--- config.mk ---
export PLATFORM = sky130hd
export DESIGN_NAME = intvec_gen
export DESIGN_NICKNAME = d
export VERILOG_FILES = /design/src/rtl/intvec_pkg.sv /design/src/rtl/intvec_nmi_edge.sv /design/src/rtl/intvec_ctrl.sv /design/src/rtl/intvec_out.sv /design/src/rtl/intvec_gen.sv
export SDC_FILE = /design/constraint.sdc
export NUM_CORES = 1
export LEC_CHECK = 0
export BUFFER_PORTS_ARGS = -buffer_cell sky130_fd_sc_hd__buf_2
export CAP_MARGIN = 10
export CORE_MARGIN = 8
export CORE_UTILIZATION = 49
export DETAILED_ROUTE_END_ITERATION = 8
export PLACE_DENSITY = 0.84
export REMOVE_ABC_BUFFERS = 1
export SYNTH_ARGS = -nofsm -noshare
export SYNTH_HDL_FRONTEND = slang
export SYNTH_SLANG_ARGS = --single-unit
--- constraint.sdc ---
create_clock -name clk -period 4 [get_ports clk]
set_clock_uncertainty 0.2 [all_clocks]
set_input_delay 0.8 -clock clk [delete_from_list [all_inputs] [get_ports clk]]
set_output_delay 0.8 -clock clk [all_outputs]
set_load 0.02 [all_outputs]
--- src/rtl/intvec_pkg.sv ---
package intvec_pkg;

  // result kinds as seen on the kind port
  typedef enum logic [1:0] {
    K_OPCODE = 2'b00,
    K_JUMP   = 2'b01,
    K_TABLE  = 2'b10
  } kind_e;

  // maskable vectoring mode codes
  localparam logic [1:0] MODE_BUS     = 2'b00;
  localparam logic [1:0] MODE_RESTART = 2'b01;
  localparam logic [1:0] MODE_TABLE   = 2'b10;

  typedef enum logic {
    ST_IDLE = 1'b0,
    ST_ACK  = 1'b1
  } state_e;

endpackage

--- src/rtl/intvec_nmi_edge.sv ---
module intvec_nmi_edge (
  input  logic clk,
  input  logic rst_n,
  input  logic nmi_req,
  input  logic take_nmi,
  output logic nmi_edge,
  output logic nmi_want
);

  logic nmi_q;
  logic pend_q;

  // rising edge relative to the level seen at the previous clock
  assign nmi_edge = nmi_req & ~nmi_q;
  // a service is due for a fresh edge or a remembered one
  assign nmi_want = nmi_edge | pend_q;

  always_ff @(posedge clk) begin
    if (!rst_n) begin
      nmi_q  <= 1'b0;
      pend_q <= 1'b0;
    end else begin
      nmi_q  <= nmi_req;
      pend_q <= nmi_want & ~take_nmi;
    end
  end

endmodule

--- src/rtl/intvec_ctrl.sv ---
module intvec_ctrl
  import intvec_pkg::*;
(
  input  logic clk,
  input  logic rst_n,
  input  logic nmi_want,
  input  logic irq_req,
  input  logic ie_set,
  input  logic ie_clr,
  output logic take_nmi,
  output logic take_irq,
  output logic in_ack,
  output logic ie_flag
);

  state_e state_q;
  logic   ie_q;
  logic   idle;
  logic   take_any;

  assign idle     = (state_q == ST_IDLE);
  // non-maskable first; maskable only when enabled and nothing else is due
  assign take_nmi = idle & nmi_want;
  assign take_irq = idle & ~nmi_want & irq_req & ie_q;
  assign take_any = take_nmi | take_irq;
  assign in_ack   = (state_q == ST_ACK);
  assign ie_flag  = ie_q;

  always_ff @(posedge clk) begin
    if (!rst_n) begin
      state_q <= ST_IDLE;
      ie_q    <= 1'b0;
    end else begin
      state_q <= take_irq ? ST_ACK : ST_IDLE;
      if (take_any || ie_clr) ie_q <= 1'b0;
      else if (ie_set)        ie_q <= 1'b1;
    end
  end

endmodule

--- src/rtl/intvec_out.sv ---
module intvec_out
  import intvec_pkg::*;
#(
  parameter int          DATA_W  = 8,
  parameter int          PAGE_W  = 8,
  parameter int unsigned RST_VEC = 32'h0038,
  parameter int unsigned NMI_VEC = 32'h0066
) (
  input  logic                     clk,
  input  logic                     rst_n,
  input  logic                     take_nmi,
  input  logic                     in_ack,
  input  logic [1:0]               mode,
  input  logic [PAGE_W-1:0]        i_page,
  input  logic [DATA_W-1:0]        bus_byte,
  output logic                     done,
  output logic [1:0]               kind,
  output logic [DATA_W-1:0]        opcode,
  output logic [PAGE_W+DATA_W-1:0] target
);

  localparam int ADDR_W = PAGE_W + DATA_W;

  // kind of result for a maskable request in a given mode
  function automatic logic [1:0] mode_kind(input logic [1:0] m);
    case (m)
      MODE_RESTART: mode_kind = K_JUMP;
      MODE_TABLE:   mode_kind = K_TABLE;
      default:      mode_kind = K_OPCODE;
    endcase
  endfunction

  // address for a maskable request; zero when the result is an opcode
  function automatic logic [ADDR_W-1:0] mode_target(input logic [1:0]        m,
                                                    input logic [PAGE_W-1:0] pg,
                                                    input logic [DATA_W-1:0] b);
    case (m)
      MODE_RESTART: mode_target = ADDR_W'(RST_VEC);
      MODE_TABLE:   mode_target = {pg, b};
      default:      mode_target = '0;
    endcase
  endfunction

  always_ff @(posedge clk) begin
    if (!rst_n) begin
      done   <= 1'b0;
      kind   <= K_OPCODE;
      opcode <= '0;
      target <= '0;
    end else begin
      done <= take_nmi | in_ack;
      if (take_nmi) begin
        kind   <= K_JUMP;
        opcode <= '0;
        target <= ADDR_W'(NMI_VEC);
      end else if (in_ack) begin
        kind   <= mode_kind(mode);
        opcode <= (mode_kind(mode) == K_OPCODE) ? bus_byte : '0;
        target <= mode_target(mode, i_page, bus_byte);
      end
    end
  end

endmodule

--- src/rtl/intvec_gen.sv ---
module intvec_gen #(
  parameter int          DATA_W  = 8,
  parameter int          PAGE_W  = 8,
  parameter int unsigned RST_VEC = 32'h0038,
  parameter int unsigned NMI_VEC = 32'h0066
) (
  input  logic                     clk,
  input  logic                     rst_n,
  input  logic                     nmi_req,
  input  logic                     irq_req,
  input  logic                     ie_set,
  input  logic                     ie_clr,
  input  logic [1:0]               mode,
  input  logic [PAGE_W-1:0]        i_page,
  input  logic [DATA_W-1:0]        bus_byte,
  output logic                     ack,
  output logic                     ie_flag,
  output logic                     done,
  output logic [1:0]               kind,
  output logic [DATA_W-1:0]        opcode,
  output logic [PAGE_W+DATA_W-1:0] target
);

  // internal events, named for the checker
  logic nmi_edge;
  logic nmi_want;
  logic take_nmi;
  logic take_irq;
  logic in_ack;

  intvec_nmi_edge u_edge (
    .clk      (clk),
    .rst_n    (rst_n),
    .nmi_req  (nmi_req),
    .take_nmi (take_nmi),
    .nmi_edge (nmi_edge),
    .nmi_want (nmi_want)
  );

  intvec_ctrl u_ctrl (
    .clk      (clk),
    .rst_n    (rst_n),
    .nmi_want (nmi_want),
    .irq_req  (irq_req),
    .ie_set   (ie_set),
    .ie_clr   (ie_clr),
    .take_nmi (take_nmi),
    .take_irq (take_irq),
    .in_ack   (in_ack),
    .ie_flag  (ie_flag)
  );

  intvec_out #(
    .DATA_W  (DATA_W),
    .PAGE_W  (PAGE_W),
    .RST_VEC (RST_VEC),
    .NMI_VEC (NMI_VEC)
  ) u_out (
    .clk      (clk),
    .rst_n    (rst_n),
    .take_nmi (take_nmi),
    .in_ack   (in_ack),
    .mode     (mode),
    .i_page   (i_page),
    .bus_byte (bus_byte),
    .done     (done),
    .kind     (kind),
    .opcode   (opcode),
    .target   (target)
  );

  assign ack = in_ack;

endmodule

## Word-level counts from Yosys, hierarchy flattened

Cells that the tools add are included.

| word-level totals | value |
|---|---|
| bits in registers | 31 |
| input bits | 24 |
| output and inout port bits | 29 |
| logic and storage cells | 42 |

| operators by class | value |
|---|---|
| equality and inequality tests | 2 |
| mux-type cells | 11 |
| bitwise gates (word level) | 14 |
| reduce and logical (&&, ||, !) cells | 5 |

Operators with widths:

| operator | count |
|---|---|
| $pmux 16 s2 | 1 |
| $mux 7 | 2 |
| $mux 8 | 1 |
| $and 1x1->1 | 6 |
| $mux 2 | 3 |
| $not 1->1 | 5 |
| $pmux 2 s2 | 1 |
| $reduce_or 2->1 | 2 |
| $mux 1 | 3 |
| $or 1x1->1 | 3 |
| $eq 2x1->1 const B | 1 |
| $eq 2x2->1 const B | 1 |
| $logic_not 2->1 | 1 |
| $reduce_bool 2->1 | 1 |
| $logic_or 1x1->1 | 1 |

## Depth between registers and ports, before layout

Gate-level depths: netlist of run 1.

| logic depth | value |
|---|---|
| depth after elaboration | 10 |
| mapped depth | 6 |
| mapped depth without buffers | 5 |

## Hierarchy

From an unflattened synthesis of run 1, not the netlist that was laid out.

| second synthesis, totals | value |
|---|---|
| cell total of the unflattened synthesis | 138 |
| area, all modules | 1,507.7 sq um |

Modules (own cells, without submodules):

| module | instances | cells an instance | area an instance (sq um) | seq. area each (sq um) |
|---|---|---|---|---|
| intvec_out | 1 | 123 | 1,332.5 | 540.5 |
| intvec_ctrl | 1 | 8 | 93.8 | 40.0 |
| intvec_nmi_edge | 1 | 7 | 81.3 | 40.0 |

## Worst setup path after synthesis of run 1

Ideal clock, no wire load.

| timing | value |
|---|---|
| path type | input port to flip-flop |
| from | input mode[0] |
| to | register u_out.opcode[0] |
| library setup time | 0.117 ns |
| arrival | 1.646 ns |
| data required time | 3.683 ns |
| slack | 2.037 ns |
| stages | 6 |
| path buffers | 1 |
| cells stage by stage | inv_1 > ha_1 > and2_1 > clkbuf_1 > a22oi_1 > nor2_1 |

| between the ends | value |
|---|---|
| word-level cells in the longest chain between the ends | 7 |
| elaborated cells between the ends (all ways) | 8 |
| those cells by class | 2 x eq/ne; 5 x mux; 1 x reduce/logical |

RTL lines:

| element | RTL line | text |
|---|---|---|
| start, declared | intvec_gen.sv:13 | `input logic [1:0] mode,` |
| $eq 2x2->1 / $eq 2x1->1 (equally long branches) | intvec_out.sv:26 | `case (m)` |
| $pmux 2 s2 (*) | intvec_out.sv:26 |  |
| $mux 2 (*) | intvec_out.sv:56 | `end else if (in_ack) begin` |
| $mux 2 (*) | intvec_out.sv:52 | `if (take_nmi) begin` |
| $mux 2 (*) | intvec_out.sv:45 | `if (!rst_n) begin` |
| $logic_not 2->1 (*) | intvec_out.sv:58 | `opcode <= (mode_kind(mode) == K_OPCODE) ? bus_byte : '0;` |
| $mux 8 (*) | intvec_out.sv:58 |  |
| end signal, assigned | intvec_out.sv:58 |  |
| end, declared | intvec_out.sv:18 | `output logic [DATA_W-1:0] opcode,` |

Every way passes the cells marked *; elsewhere a longest branch is shown, timed or not. The select of a mux whose other input is x is not followed.
A chain may end at the register's enable or synchronous reset.

## Worst setup path after layout of run 1

| timing | value |
|---|---|
| from | register u_ctrl.state_q (netlist: u_ctrl.in_ack) |
| to | output ack |

RTL lines:

| element | RTL line | text |
|---|---|---|
| start, declared | intvec_ctrl.sv:16 | `state_e state_q;` |
| start signal, assigned | intvec_ctrl.sv:34 | `state_q <= take_irq ? ST_ACK : ST_IDLE;` |
| end, declared | intvec_gen.sv:16 | `output logic ack,` |

No word-level cell between the ends.

==> out/results.txt, run 1 <==
via count - 1112
GRT Overall Usage - 14.8%
CP Data Arrival Time - 1460 ps
setup repair after global routing missed its margin - false
number of antenna violations at the first check in global routing - 0
clk_lat worst skew - 330 ps
number of antenna-violating nets in the routed design - 0
vias per std cell - 5.30
cell types with the largest area share after synthesis - dfxtp_1, a21oi_1, nand2_1
std cell rows - 18
longest individual stage delay on the worst path - 840 ps
worst vdd ir - 314 uV
clock tree sinks - 31
post-synthesis cell type count - 22
Setup Slack @ Placement - 1630 ps
slowest stage cell, crit path - dfxtp_1
post-synthesis cell area - 1190 sq um
crit path capture - ack
transition time at the pin with the least slew margin - 933 ps
number of enable flip-flop cells after synthesis - 0
number of violations of the max-capacitance limit - 0
maximum fanout count along the critical path - 22
total wire length after detailed routing - 3170 um
largest net degree at the start of global routing - 24
cells traversed along the worst timing path - buf_2
Final Critical Period - 2460 ps
kind of critical path - reg2out
fraction of synthesis flops using an asynchronous set or reset pin - 0%
launching instance or port of the critical path - u_ctrl.in_ack$_SDFF_PN0_
first-pass GRT wire length - 5020 um
synthesized area divided by synthesized cell count - 9.07 sq um
number of endpoints failing setup at the final stage - 0
count of yosys warnings during synthesis - 0
Max transition margin - 37.7%
number of cells on the critical path - 1
top cell type's share of synthesized area - 52.2%
sum of buffers and inverters on the critical path - 1
Highest Clock Rate - 0.406 GHz
startpoint of the most critical register-to-register path - u_ctrl.in_ack$_SDFF_PN0_
Final Cycle Share - 61.6%
post-layout worst setup margin - 1540 ps
Reg-to-Reg End - u_out.target[4]$_SDFFE_PP0P_
TritonRoute pass-1 iters - 4
vias in the first global route - 1175
H-tree levels - 2
DRC errors left - 0
synthesis-stage register bit count - 31
biggest area consumer among synthesized cells - dfxtp_1
number of max-slew violations in the final report - 0
Hold Buf Count CTS - 0
overall power of the completed layout - 0.000623 W
cell family with most CP delay - flip-flops
sequential-to-total area share from yosys stat - 52.2%
outcome - finished, final reports clean
setup TNS after final layout - 0 ps
ranking of synthesized cells by instance count - dfxtp_1, nand2_1, a21oi_1
net total in the final layout - 206
fraction of layout instances using a drive strength above 1 - 35.0%
Worst Reg2Reg Path Length in Cells - 3
Iter 0 DRT Violations - 52
global placer's final weighted congestion - 0.729
Die Width - 65.3 um
WL per Instance - 15.1 um
flip-flop cell with the highest count after synthesis - dfxtp_1
buffers from clock root to sink, at most - 2
synthesis-to-finish area growth - 27.7%
CP startpoint kind - register
most numerous cell in the Yosys netlist - dfxtp_1
starting density of the core - 49.8%
post-CTS setup buffer count - 0
number of inserted diodes - 0
area enclosed by the die boundary - 4260 sq um
overall overflow remaining after global route - 0
Core Util, Final - 63.6%
post-synthesis cell count - 131
Pleak - 0.725 nW
Top-Level Pins - 53
core box area - 2390 sq um
Chip Height - 65.3 um
number of gates given a new drive strength after cts - 0
path type of the worst min-delay path - reg2reg
Post-DP HPWL - 2310 um
Clock Tree Root - clkbuf_4
CP endpoint kind - output pin
total CTS buffers - 5
Power Density - 410 nW/um^2
total of buffers placed on input and output ports - 52
TritonCTS clock tree - yes
CP Data Required Time - 3000 ps
final hold violations - 0
clk slew on worst S/H paths - 90 ps
worst reg-to-reg setup slack - 1950 ps
==> state kept, by name (all words and copies together) (netlist names) <==
name / count
u_ctrl.in_ack: 1
u_ctrl.ie_flag: 1
u_out.opcode: 8
u_edge.pend_q: 1
u_edge.nmi_q: 1
u_out.kind: 2
u_out.done: 1
u_out.target: 16
==> per-stage QoR <==
stage / instance area, sq um / instances / hold WS (ps)
after global routing: 1520 / 210 / 298
final: 1520 / 210 / 263
after floorplan: 1130 / 120 / 301
after detailed placement: 1430 / 202 / 250
after CTS: 1520 / 210 / 266
after global placement: 1430 / 202 / 245
==> cell type report <==
class / instances / area [sq um]
sequential: 31 / 621
multi-input combinational: 86 / 502
fill: 209 / 870
inverter: 3 / 11.3
tap: 30 / 37.5
clock buffer: 6 / 51.3
timing repair buffer: 52 / 260
clock inverter: 2 / 35.0
==> logic make-up (layout without fill, tap and decap cells) <==
kind of cell	count (synthesis)	after routing	share of synthesized area, %
and+or+nand+nor	51	51	20.0
buffers and inverters	14	63	5.58
adders and majority gates	3	3	3.16
DFF	31	31	52.2
muxes	1	1	0.842
AOI/OAI and AO/OA	31	31	18.2
==> per-layer routing <==
metal  track usage (%)  part of all wire, %  wire [um]
met1              14.5                   41       1310
met2              25.5                   48       1510
met3              6.12                  9.9        315
met4              9.26                 0.98         31
met5                 0                    0          0
==> where the power goes <==
part | internal, W | leakage, nW | total [W] | switching, W
clock network | 0.000148 | 0.0482 | 0.000252 | 0.000104
logic | 0.0000214 | 0.425 | 0.0000526 | 0.0000312
registers | 0.000315 | 0.252 | 0.000318 | 0.00000382
total | 0.000484 | 0.725 | 0.000623 | 0.000139
==> placed cells by master, fill, tap and decap left out, drive strengths merged, types with 5 or more instances in the layout <==
cell type  synthesis  layout
nor2              11      11
nand3             11      11
nand2             19      19
a21oi             15      15
o211a              5       5
a22oi              8       8
dfxtp             31      31
buf                9      52
clkbuf             2       6
==> worst min-delay path by stage <==
stage,startpoint,endpoint,slack [ps],depth (start not counted)
after global placement,u_out.target[11]$_SDFFE_PP0P_,u_out.target[11]$_SDFFE_PP0P_,240,2
after detailed placement,u_out.target[15]$_SDFFE_PP0P_,u_out.target[15]$_SDFFE_PP0P_,250,2
after global routing,u_out.target[7]$_SDFFE_PP0P_,u_out.target[7]$_SDFFE_PP0P_,300,2
after CTS,u_out.target[15]$_SDFFE_PP0P_,u_out.target[15]$_SDFFE_PP0P_,270,2
final,u_out.target[15]$_SDFFE_PP0P_,u_out.target[15]$_SDFFE_PP0P_,260,2
after floorplan,u_edge.pend_q$_SDFF_PN0_,u_edge.pend_q$_SDFF_PN0_,300,1
(Power assumes the default switching activity.)
==> run 2, diff against run 1 <==
--- a/config.mk
+++ b/config.mk
@@ -5,12 +5,13 @@
 export SDC_FILE = /design/constraint.sdc
 export NUM_CORES = 1
 export LEC_CHECK = 0
+export ABC_AREA = 1
 export BUFFER_PORTS_ARGS = -buffer_cell sky130_fd_sc_hd__buf_2
 export CAP_MARGIN = 10
 export CORE_MARGIN = 8
-export CORE_UTILIZATION = 49
+export CORE_UTILIZATION = 42
 export DETAILED_ROUTE_END_ITERATION = 8
-export PLACE_DENSITY = 0.84
+export PLACE_DENSITY = 0.75
 export REMOVE_ABC_BUFFERS = 1
 export SYNTH_ARGS = -nofsm -noshare
 export SYNTH_HDL_FRONTEND = slang
==> constraint.sdc (replaced) <==
create_clock -name clk -period 2 [get_ports clk]
set_clock_uncertainty 0.2 [all_clocks]
set_input_delay 0.4 -clock clk [delete_from_list [all_inputs] [get_ports clk]]
set_output_delay 0.4 -clock clk [all_outputs]
set_load 0.02 [all_outputs]
==> run 2 against run 1 <==
Compared with the run above: utilization shrank 9.3 points; critical path depth grew 1; first-iteration DRC count shrank 3.8%; wire length grew 2.2%; clock power grew 39%; via count grew 7.1%; register-to-register slack lost 1500 ps; non-clock buffer count grew 3; critical endpoint unchanged.
==> out/results.txt, run 2 <==
outcome - finished, final reports clean
Power Density - 673 nW/um^2
fraction of layout instances using a drive strength above 1 - 41.0%
post-synthesis cell count - 159
Post-DP HPWL - 2420 um
flip-flop cell with the highest count after synthesis - dfxtp_1
Iter 0 DRT Violations - 50
buffers from clock root to sink, at most - 2
clk_lat worst skew - 330 ps
std cell rows - 20
synthesis-to-finish area growth - 23.6%
number of gates given a new drive strength after cts - 0
biggest area consumer among synthesized cells - dfxtp_1
clock tree sinks - 31
Pleak - 0.758 nW
via count - 1191
most numerous cell in the Yosys netlist - nand2_1
starting density of the core - 43.9%
TritonRoute pass-1 iters - 4
transition time at the pin with the least slew margin - 632 ps
H-tree levels - 2
area enclosed by the die boundary - 5220 sq um
fraction of synthesis flops using an asynchronous set or reset pin - 0%
TritonCTS clock tree - yes
global placer's final weighted congestion - 0.719
top cell type's share of synthesized area - 46.7%
sequential-to-total area share from yosys stat - 46.7%
synthesized area divided by synthesized cell count - 8.36 sq um
number of inserted diodes - 0
number of endpoints failing setup at the final stage - 0
Highest Clock Rate - 0.557 GHz
number of max-slew violations in the final report - 0
vias in the first global route - 1194
setup repair after global routing missed its margin - false
GRT Overall Usage - 12.9%
CP endpoint kind - output pin
Worst Reg2Reg Path Length in Cells - 4
top library cells by usage in the layout, fill and taps aside - buf_2, nand2_1, dfxtp_1
clk slew on worst S/H paths - 90 ps
Max transition margin - 57.7%
WL per Instance - 12.7 um
count of filler cells inserted in the layout - 302
Die Width - 72.2 um
launch point of the worst hold path - nmi_req
Non-Filler Instances - 256
post-CTS setup buffer count - 0
Setup Slack @ Placement - 314 ps
Top-Level Pins - 53
Hold Path Sink - u_edge.nmi_q$_SDFF_PN0_
maximum fanout count along the critical path - 15
Hold Buf Count CTS - 0
ranking of synthesized cells by instance count - nand2_1, dfxtp_1, a21oi_2, nand3_1, inv_1
Regs by FF count - u_out.target x16, u_out.opcode x8, u_out.kind x2
total CTS buffers - 5
synthesis-stage register bit count - 31
final hold violations - 0
most common cell after layout, fill and taps aside - buf_2
worst vdd ir - 553 uV
total wire length after detailed routing - 3240 um
kind of critical path - reg2out
post-synthesis cell area - 1330 sq um
worst reg-to-reg setup slack - 470 ps
total of buffers placed on input and output ports - 52
core box area - 3030 sq um
register ranked first by flip-flop count - u_out.target
first-pass GRT wire length - 5410 um
cells traversed along the worst timing path - buf_4, buf_2
longest individual stage delay on the worst path - 430 ps
CP Data Required Time - 1400 ps
Core Util, Final - 54.3%
setup TNS after final layout - 0 ps
number of antenna violations at the first check in global routing - 0
Cells after DPL - 248
count of yosys warnings during synthesis - 0
flip-flop count of the largest register, all copies and words added - 16
number of antenna-violating nets in the routed design - 0
hold-critical path depth - 3
overall overflow remaining after global route - 0
Clock Tree Root - clkbuf_4
Final Critical Period - 1790 ps
CP Data Arrival Time - 1190 ps
net total in the final layout - 238
cell types with the largest area share after synthesis - dfxtp_1, a21oi_2, nand2_1
Reg-to-Reg End - u_out.opcode[6]$_SDFFE_PP0P_
path type of the worst min-delay path - in2reg
Final Cycle Share - 89.7%
CP startpoint kind - register
overall power of the completed layout - 0.00110 W
Chip Height - 72.2 um
slowest stage cell, crit path - dfxtp_1
DRC errors left - 0
largest net degree at the start of global routing - 26
post-layout worst setup margin - 206 ps
post-synthesis cell type count - 19
vias per std cell - 4.65
number of enable flip-flop cells after synthesis - 0
startpoint of the most critical register-to-register path - u_ctrl.in_ack$_SDFF_PN0_
number of violations of the max-capacitance limit - 0
run 2: final cells by class:
cell class / count / area (sq um) / area share (%)
flip-flops and latches: 31 / 621 / 37.8
multi-input cells: 104 / 577 / 35.1
repair buffers: 55 / 283 / 17.2
inverters: 14 / 57.6 / 3.50
well taps: 44 / 55.1 / 3.35
clock buffers: 7 / 45.0 / 2.74
clock inverters: 1 / 5.00 / 0.305
run 2: metrics by stage:
step / hold WS, ps / area (sq um)
floorplan: 293 / 1250
global placement: 246 / 1590
detailed placement: 254 / 1590
CTS: 57.8 / 1640
global route: 55.1 / 1640
finish: 64.1 / 1640
run 2: how the worst max path moves through the flow:
stage	from	to	slack [ps]
finish	u_ctrl.in_ack$_SDFF_PN0_	ack	210
global route	u_ctrl.in_ack$_SDFF_PN0_	ack	140
CTS	u_ctrl.in_ack$_SDFF_PN0_	ack	190
detailed placement	mode[0]	u_out.target[4]$_SDFFE_PP0P_	310
global placement	mode[0]	u_out.target[3]$_SDFFE_PP0P_	360
floorplan	u_ctrl.in_ack$_SDFF_PN0_	u_out.opcode[6]$_SDFFE_PP0P_	120
run 2: worst max-delay path, delay by kind of cell (launching register included):
kind	cells	cell delay, ps
DFF	1	430
buffers and inverters	2	430
run 2: report_power, final:
part	total (W)	leakage [nW]	internal, W	switching, W
clock	0.000351	0.0293	0.000137	0.000214
sequential	0.000634	0.252	0.000629	0.00000521
combinational	0.000120	0.477	0.0000413	0.0000786
run 2: metal layers:
metal  vias to the layer above  wire [um]  global-route usage, %
met5                         -          0                      0
met4                         0         42                   4.76
met3                         5        418                   7.02
met2                        46       1350                   19.7
met1                       525       1430                   14.8
li1                        615          -                      -
run 2: logic make-up after synthesis:
kind of cell	Yosys count	share of synthesized area, %
flops	31	46.7
compound gates	30	16.9
simple gates	71	23.6
fa+ha+maj	3	2.83
buf+inv	24	9.89
